<file path="src/rtl/sdac_pkg.sv">
package sdac_pkg;
  localparam int DEF_CH      = 8;
  localparam int DEF_CW      = 8;
  localparam int SYNC_STAGES = 2;
endpackage

</file>
<file path="src/rtl/sdac_sync.sv">
module sdac_sync #(
  parameter int W      = 3,
  parameter int STAGES = sdac_pkg::SYNC_STAGES,
  parameter logic [W-1:0] INIT = '0
) (
  input  logic         clk,
  input  logic         rst,
  input  logic [W-1:0] d,
  output logic [W-1:0] q
);
  logic [W-1:0] stage [STAGES];

  always_ff @(posedge clk) begin
    if (rst) begin
      for (int s = 0; s < STAGES; s++) stage[s] <= INIT;
    end else begin
      stage[0] <= d;
      for (int s = 1; s < STAGES; s++) stage[s] <= stage[s-1];
    end
  end

  assign q = stage[STAGES-1];
endmodule

</file>
<file path="src/rtl/sdac_frame.sv">
module sdac_frame #(
  parameter int AW = 3,
  parameter int CW = 8,
  localparam int FW = AW + CW
) (
  input  logic          clk,
  input  logic          rst,
  input  logic          sel_n_s,
  input  logic          sclk_s,
  input  logic          sdata_s,
  output logic          load,
  output logic [AW-1:0] addr,
  output logic [CW-1:0] code
);
  logic          sel_q;
  logic          sclk_q;
  logic [FW-1:0] frame_q;
  logic          shift_en;

  always_ff @(posedge clk) begin
    if (rst) begin
      sel_q  <= 1'b1;
      sclk_q <= 1'b0;
    end else begin
      sel_q  <= sel_n_s;
      sclk_q <= sclk_s;
    end
  end

  assign shift_en = sclk_s & ~sclk_q & ~sel_n_s;
  assign load     = sel_n_s & ~sel_q;

  always_ff @(posedge clk) begin
    if (rst)           frame_q <= '0;
    else if (shift_en) frame_q <= {frame_q[FW-2:0], sdata_s};
  end

  assign addr = frame_q[FW-1:CW];
  assign code = frame_q[CW-1:0];
endmodule

</file>
<file path="src/rtl/sdac_bank.sv">
module sdac_bank #(
  parameter int CH = 8,
  parameter int CW = 8,
  localparam int AW = $clog2(CH),
  localparam logic [CW-1:0] MID = CW'(1) << (CW - 1)
) (
  input  logic             clk,
  input  logic             rst,
  input  logic             load,
  input  logic [AW-1:0]    addr,
  input  logic [CW-1:0]    code,
  output logic [CH*CW-1:0] codes
);
  for (genvar g = 0; g < CH; g++) begin : g_ch
    logic [CW-1:0] val_q;
    always_ff @(posedge clk) begin
      if (rst)                             val_q <= MID;
      else if (load && addr == AW'(g))     val_q <= code;
    end
    assign codes[g*CW +: CW] = val_q;
  end
endmodule

</file>
<file path="src/rtl/sdac_ctrl.sv">
module sdac_ctrl #(
  parameter int CH = sdac_pkg::DEF_CH,
  parameter int CW = sdac_pkg::DEF_CW,
  localparam int AW = $clog2(CH)
) (
  input  logic             clk,
  input  logic             rst,
  input  logic             sel_n,
  input  logic             sclk,
  input  logic             sdata,
  input  logic             sleep_n,
  output logic [CH*CW-1:0] codes,
  output logic [CH-1:0]    drive_en
);
  logic          sel_n_s, sclk_s, sdata_s;
  logic          load;
  logic [AW-1:0] addr;
  logic [CW-1:0] code;

  sdac_sync #(.W(3), .INIT(3'b100)) u_sync (
    .clk (clk),
    .rst (rst),
    .d   ({sel_n, sclk, sdata}),
    .q   ({sel_n_s, sclk_s, sdata_s})
  );

  sdac_frame #(.AW(AW), .CW(CW)) u_frame (
    .clk     (clk),
    .rst     (rst),
    .sel_n_s (sel_n_s),
    .sclk_s  (sclk_s),
    .sdata_s (sdata_s),
    .load    (load),
    .addr    (addr),
    .code    (code)
  );

  sdac_bank #(.CH(CH), .CW(CW)) u_bank (
    .clk   (clk),
    .rst   (rst),
    .load  (load),
    .addr  (addr),
    .code  (code),
    .codes (codes)
  );

  always_ff @(posedge clk) begin
    if (rst) drive_en <= '0;
    else     drive_en <= {CH{sleep_n}};
  end
endmodule

</file>
<file path="config.mk">
export PLATFORM = sky130hd
export DESIGN_NAME = sdac_ctrl
export DESIGN_NICKNAME = d
export VERILOG_FILES = /design/src/rtl/sdac_pkg.sv /design/src/rtl/sdac_sync.sv /design/src/rtl/sdac_frame.sv /design/src/rtl/sdac_bank.sv /design/src/rtl/sdac_ctrl.sv
export SDC_FILE = /design/constraint.sdc
export NUM_CORES = 1
export LEC_CHECK = 0
export ABC_AREA = 1
export BUFFER_PORTS_ARGS = -buffer_cell sky130_fd_sc_hd__buf_4
export CAP_MARGIN = 0
export CORE_ASPECT_RATIO = 0.6
export CORE_MARGIN = 2
export CORE_UTILIZATION = 57
export DETAILED_ROUTE_END_ITERATION = 6
export HOLD_SLACK_MARGIN = 0.12
export PLACE_DENSITY = 0.84
export SYNTH_ARGS = -nofsm -noshare
export SYNTH_HDL_FRONTEND = slang
export SYNTH_HIERARCHICAL = 1
export SYNTH_SLANG_ARGS = --single-unit
</file>
<file path="constraint.sdc">
create_clock -name clk -period 2.2 [get_ports clk]
set_input_delay 0.22 -clock clk [delete_from_list [all_inputs] [get_ports clk]]
set_output_delay 0.22 -clock clk [all_outputs]
set_load 0.005 [all_outputs]
</file>
==> flow_metrics.py <==
metrics = {
    "yosys": {
        "synth_seq_cells": 84,
        "syn_inst": 474,
        "yosysSeqAreaShare_pct": 49.78,
        "ys_warn_count": 6,
        "synth_commonest_cells": "nor2_1 (142), nand2_1 (106), dfxtp_1 (84)",
        "synth_top_area_share_pct": 49.78,
        "avgSynthCellArea_sq_um": 7.127,
        "ys.flop_type": "dfxtp_1",
        "ys_types": 17,
        "synth_edf_count": 0,
        "yosysTopAreaCell": "dfxtp_1",
        "syn-cell-area_sq_um": 3378,
        "synth_nets": 480,
        "yosysMostFrequentCell": "nor2_1",
        "synthTopCellsByArea": "dfxtp_1 (50%), nor2_1 (16%), nand2_1 (12%), nand3_1 (8.4%), inv_1 (3.6%)",
        "async_reset_ff_share_pct": 0,
    },
    "sta": {
        "fin_setup_tns_ns": 0,
        "hold_violations": 0,
        "fin_skew_ns": 0.01096,
        "hold_ws_ns": 0.1318,
        "slew_viol_final": 0,
        "post-route-min-period_ns": 1.721,
        "rsz0062_at_grt": "false",
        "tightest_slew_ns": 0.6458,
        "fin_crit_sh_pct": 78.23,
        "relSlewSlack_pct": 56.90,
        "setup_viol": 0,
        "clock.fmax_mhz": 581.0,
    },
    "critical_path": {
        "critPathCaptureType": "flop",
        "crit_type": "flop to flop",
        "worstPathArrival_ns": 1.97,
        "required_ns": 2.45,
        "crit_fanout": 21,
        "start_kind": "flop",
    },
    "die": {
        "placementRows": 21,
        "core_area_sq_um": 5649,
        "die_h_microns": 63.63,
        "die_w_microns": 103.4,
        "io_pins": 78,
        "initial_utilization_pct": 59.80,
        "dieArea_sq_um": 6578,
    },
    "detailed_routing": {
        "drc": 0,
        "wl_per_cell_microns": 12.97,
        "vias_per_cell": 4.915,
        "dr.pass1.iters": 4,
        "dr.first_iter.drc_count": 238,
        "wl_mm": 8.133,
        "ant_nets": 0,
        "vias": 3082,
    },
    "layout": {
        "fillers": 479,
        "syn2layout_area_growth_pct": 23.44,
        "multiInputGateArea_sq_um": 1373,
        "final_util_pct": 73.82,
        "nets": 548,
        "seqCellArea_sq_um": 1682,
        "n_antenna_cell": 0,
        "fin_cells": 627,
        "drive_above_1_share_pct": 21.39,
    },
    "clocking": {
        "path_clk_slew_ns": 0.08,
        "postCtsSetupRepairBufs": 0,
        "tritoncts": "done",
        "cts-resized-gates": 0,
        "cts_made_buffers": 9,
        "insertion_delay_ns": 0.35,
        "cts_max_level": 3,
        "clock_sinks": 84,
        "cts_hold_buf": 4,
        "clock_path_buffers": 2,
        "cts_root_buf": "clkbuf_8",
    },
    "power": {
        "ir_drop_mv": 0.4395,
        "p_leak_nw": 1.959,
        "power.total_mw": 2.846,
        "p_per_area_nw_per_um2": 682.5,
    },
    "grt": {
        "grt_pass1_vias": 2742,
        "grt_max_degree": 37,
        "antenna_found_initial": 0,
        "grt-ovfl-total": 0,
        "grt_pass1_wl_mm": 13.22,
        "grt_use_total_pct": 26.28,
    },
    "placement": {
        "place_hpwl_mm": 5.520,
        "routabilityCongestion": 0.7624,
        "io_buffers": 77,
        "place_inst": 607,
    },
    "min_path": {
        "hold_class": "primary input to flop",
    },
    "job": {
        "maxCapViolations": 0,
    },
    "status": {
        "status": "complete, no violations",
    },
}
## cells by family after synthesis
logic type / count (synthesis) / synth area share [%]
buffers and inverters: 66 / 9.593
DFF: 84 / 49.78
and+or+nand+nor: 319 / 39.89
AOI/OAI and AO/OA: 5 / 0.7406
## power by group
group | switching (mW) | internal [mW] | leakage [nW]
clock network | 0.524 | 0.647 | 0.112
logic | 0.0787 | 0.0528 | 1.17
registers | 0.0103 | 1.53 | 0.679
## path summary, 6_finish.rpt
path	startpoint	endpoint	slack [ns]	cells after the start
setup / recovery	u_sync/stage[0][5]$_SDFF_PP1_	u_bank/g_ch[5].val_q[4]$_SDFFE_PP0P_	0.48	7
hold / removal	rst	drive_en[0]$_SDFF_PP0_	0.13	2
setup reg to reg	u_sync/stage[0][5]$_SDFF_PP1_	u_bank/g_ch[5].val_q[4]$_SDFFE_PP0P_	0.48	7
hold reg to reg	u_sync/stage[0][0]$_SDFF_PP0_	u_sync/stage[0][3]$_SDFF_PP0_	0.42	2
## layer usage
layer	track usage (%)	vias to the layer above	wire (microns)
met3	6.659	10	610
met5	0	-	0
met4	7.730	0	72
met2	41.21	105	3814
li1	-	1569	-
met1	35.73	1398	3635
## placed cells by master (no fill, tap or decap)
| cell | netlist | layout |
|---|---|---|
| buf_4 | 14 | 82 |
| clkinvlp_4 | 0 | 1 |
| dlygate4sd3_1 | 0 | 4 |
| nor2_4 | 7 | 7 |
| nand3_2 | 1 | 1 |
| nand2_4 | 1 | 1 |
| inv_1 | 32 | 32 |
| inv_2 | 5 | 5 |
| o21ai_0 | 5 | 5 |
| clkbuf_8 | 0 | 13 |
| dfxtp_1 | 84 | 84 |
| nor2_1 | 142 | 142 |
| nor2_2 | 4 | 4 |
| nand2_2 | 1 | 1 |
| bufinv_16 | 0 | 1 |
| clkinv_2 | 0 | 1 |
| nand3_1 | 57 | 57 |
| nand2_1 | 106 | 106 |
## area by class of cell
cell class                      instances  area share [%]
Clock inverter                          3           1.020
Inverter                               37           3.330
Sequential cell                        84           40.32
Clock buffer                           13           4.290
Timing Repair Buffer                   86           15.72
Multi-Input combinational cell        324           32.91
Tap cell                               80           2.400
## through the flow
stage	area (sq um)	setup WS [ns]
6_report	4170	0.4789
5_1_grt	4170	0.2067
4_1_cts	4170	0.4964
3_5_place_dp	3909	0.5501
3_3_place_gp	3909	0.6276
2_1_floorplan	3378	0.8889
## sequential cells by signal, summed over array words and instances, names as in the netlist
name / cells
u_frame/sclk_q: 1
u_frame/sel_q: 1
u_bank/g_ch.val_q: 64
u_frame/frame_q: 11
u_sync/stage: 6
drive_en: 1
## worst max-delay path, stage by stage (launching register included)
cell and delay [ns]:
dfxtp_1 0.33, inv_2 0.05, nor2_1 0.18, nand2_2 0.21
inv_1 0.54, nand3_1 0.18, nand2_1 0.09, nor2_1 0.05
(Power assumes the default switching activity.)
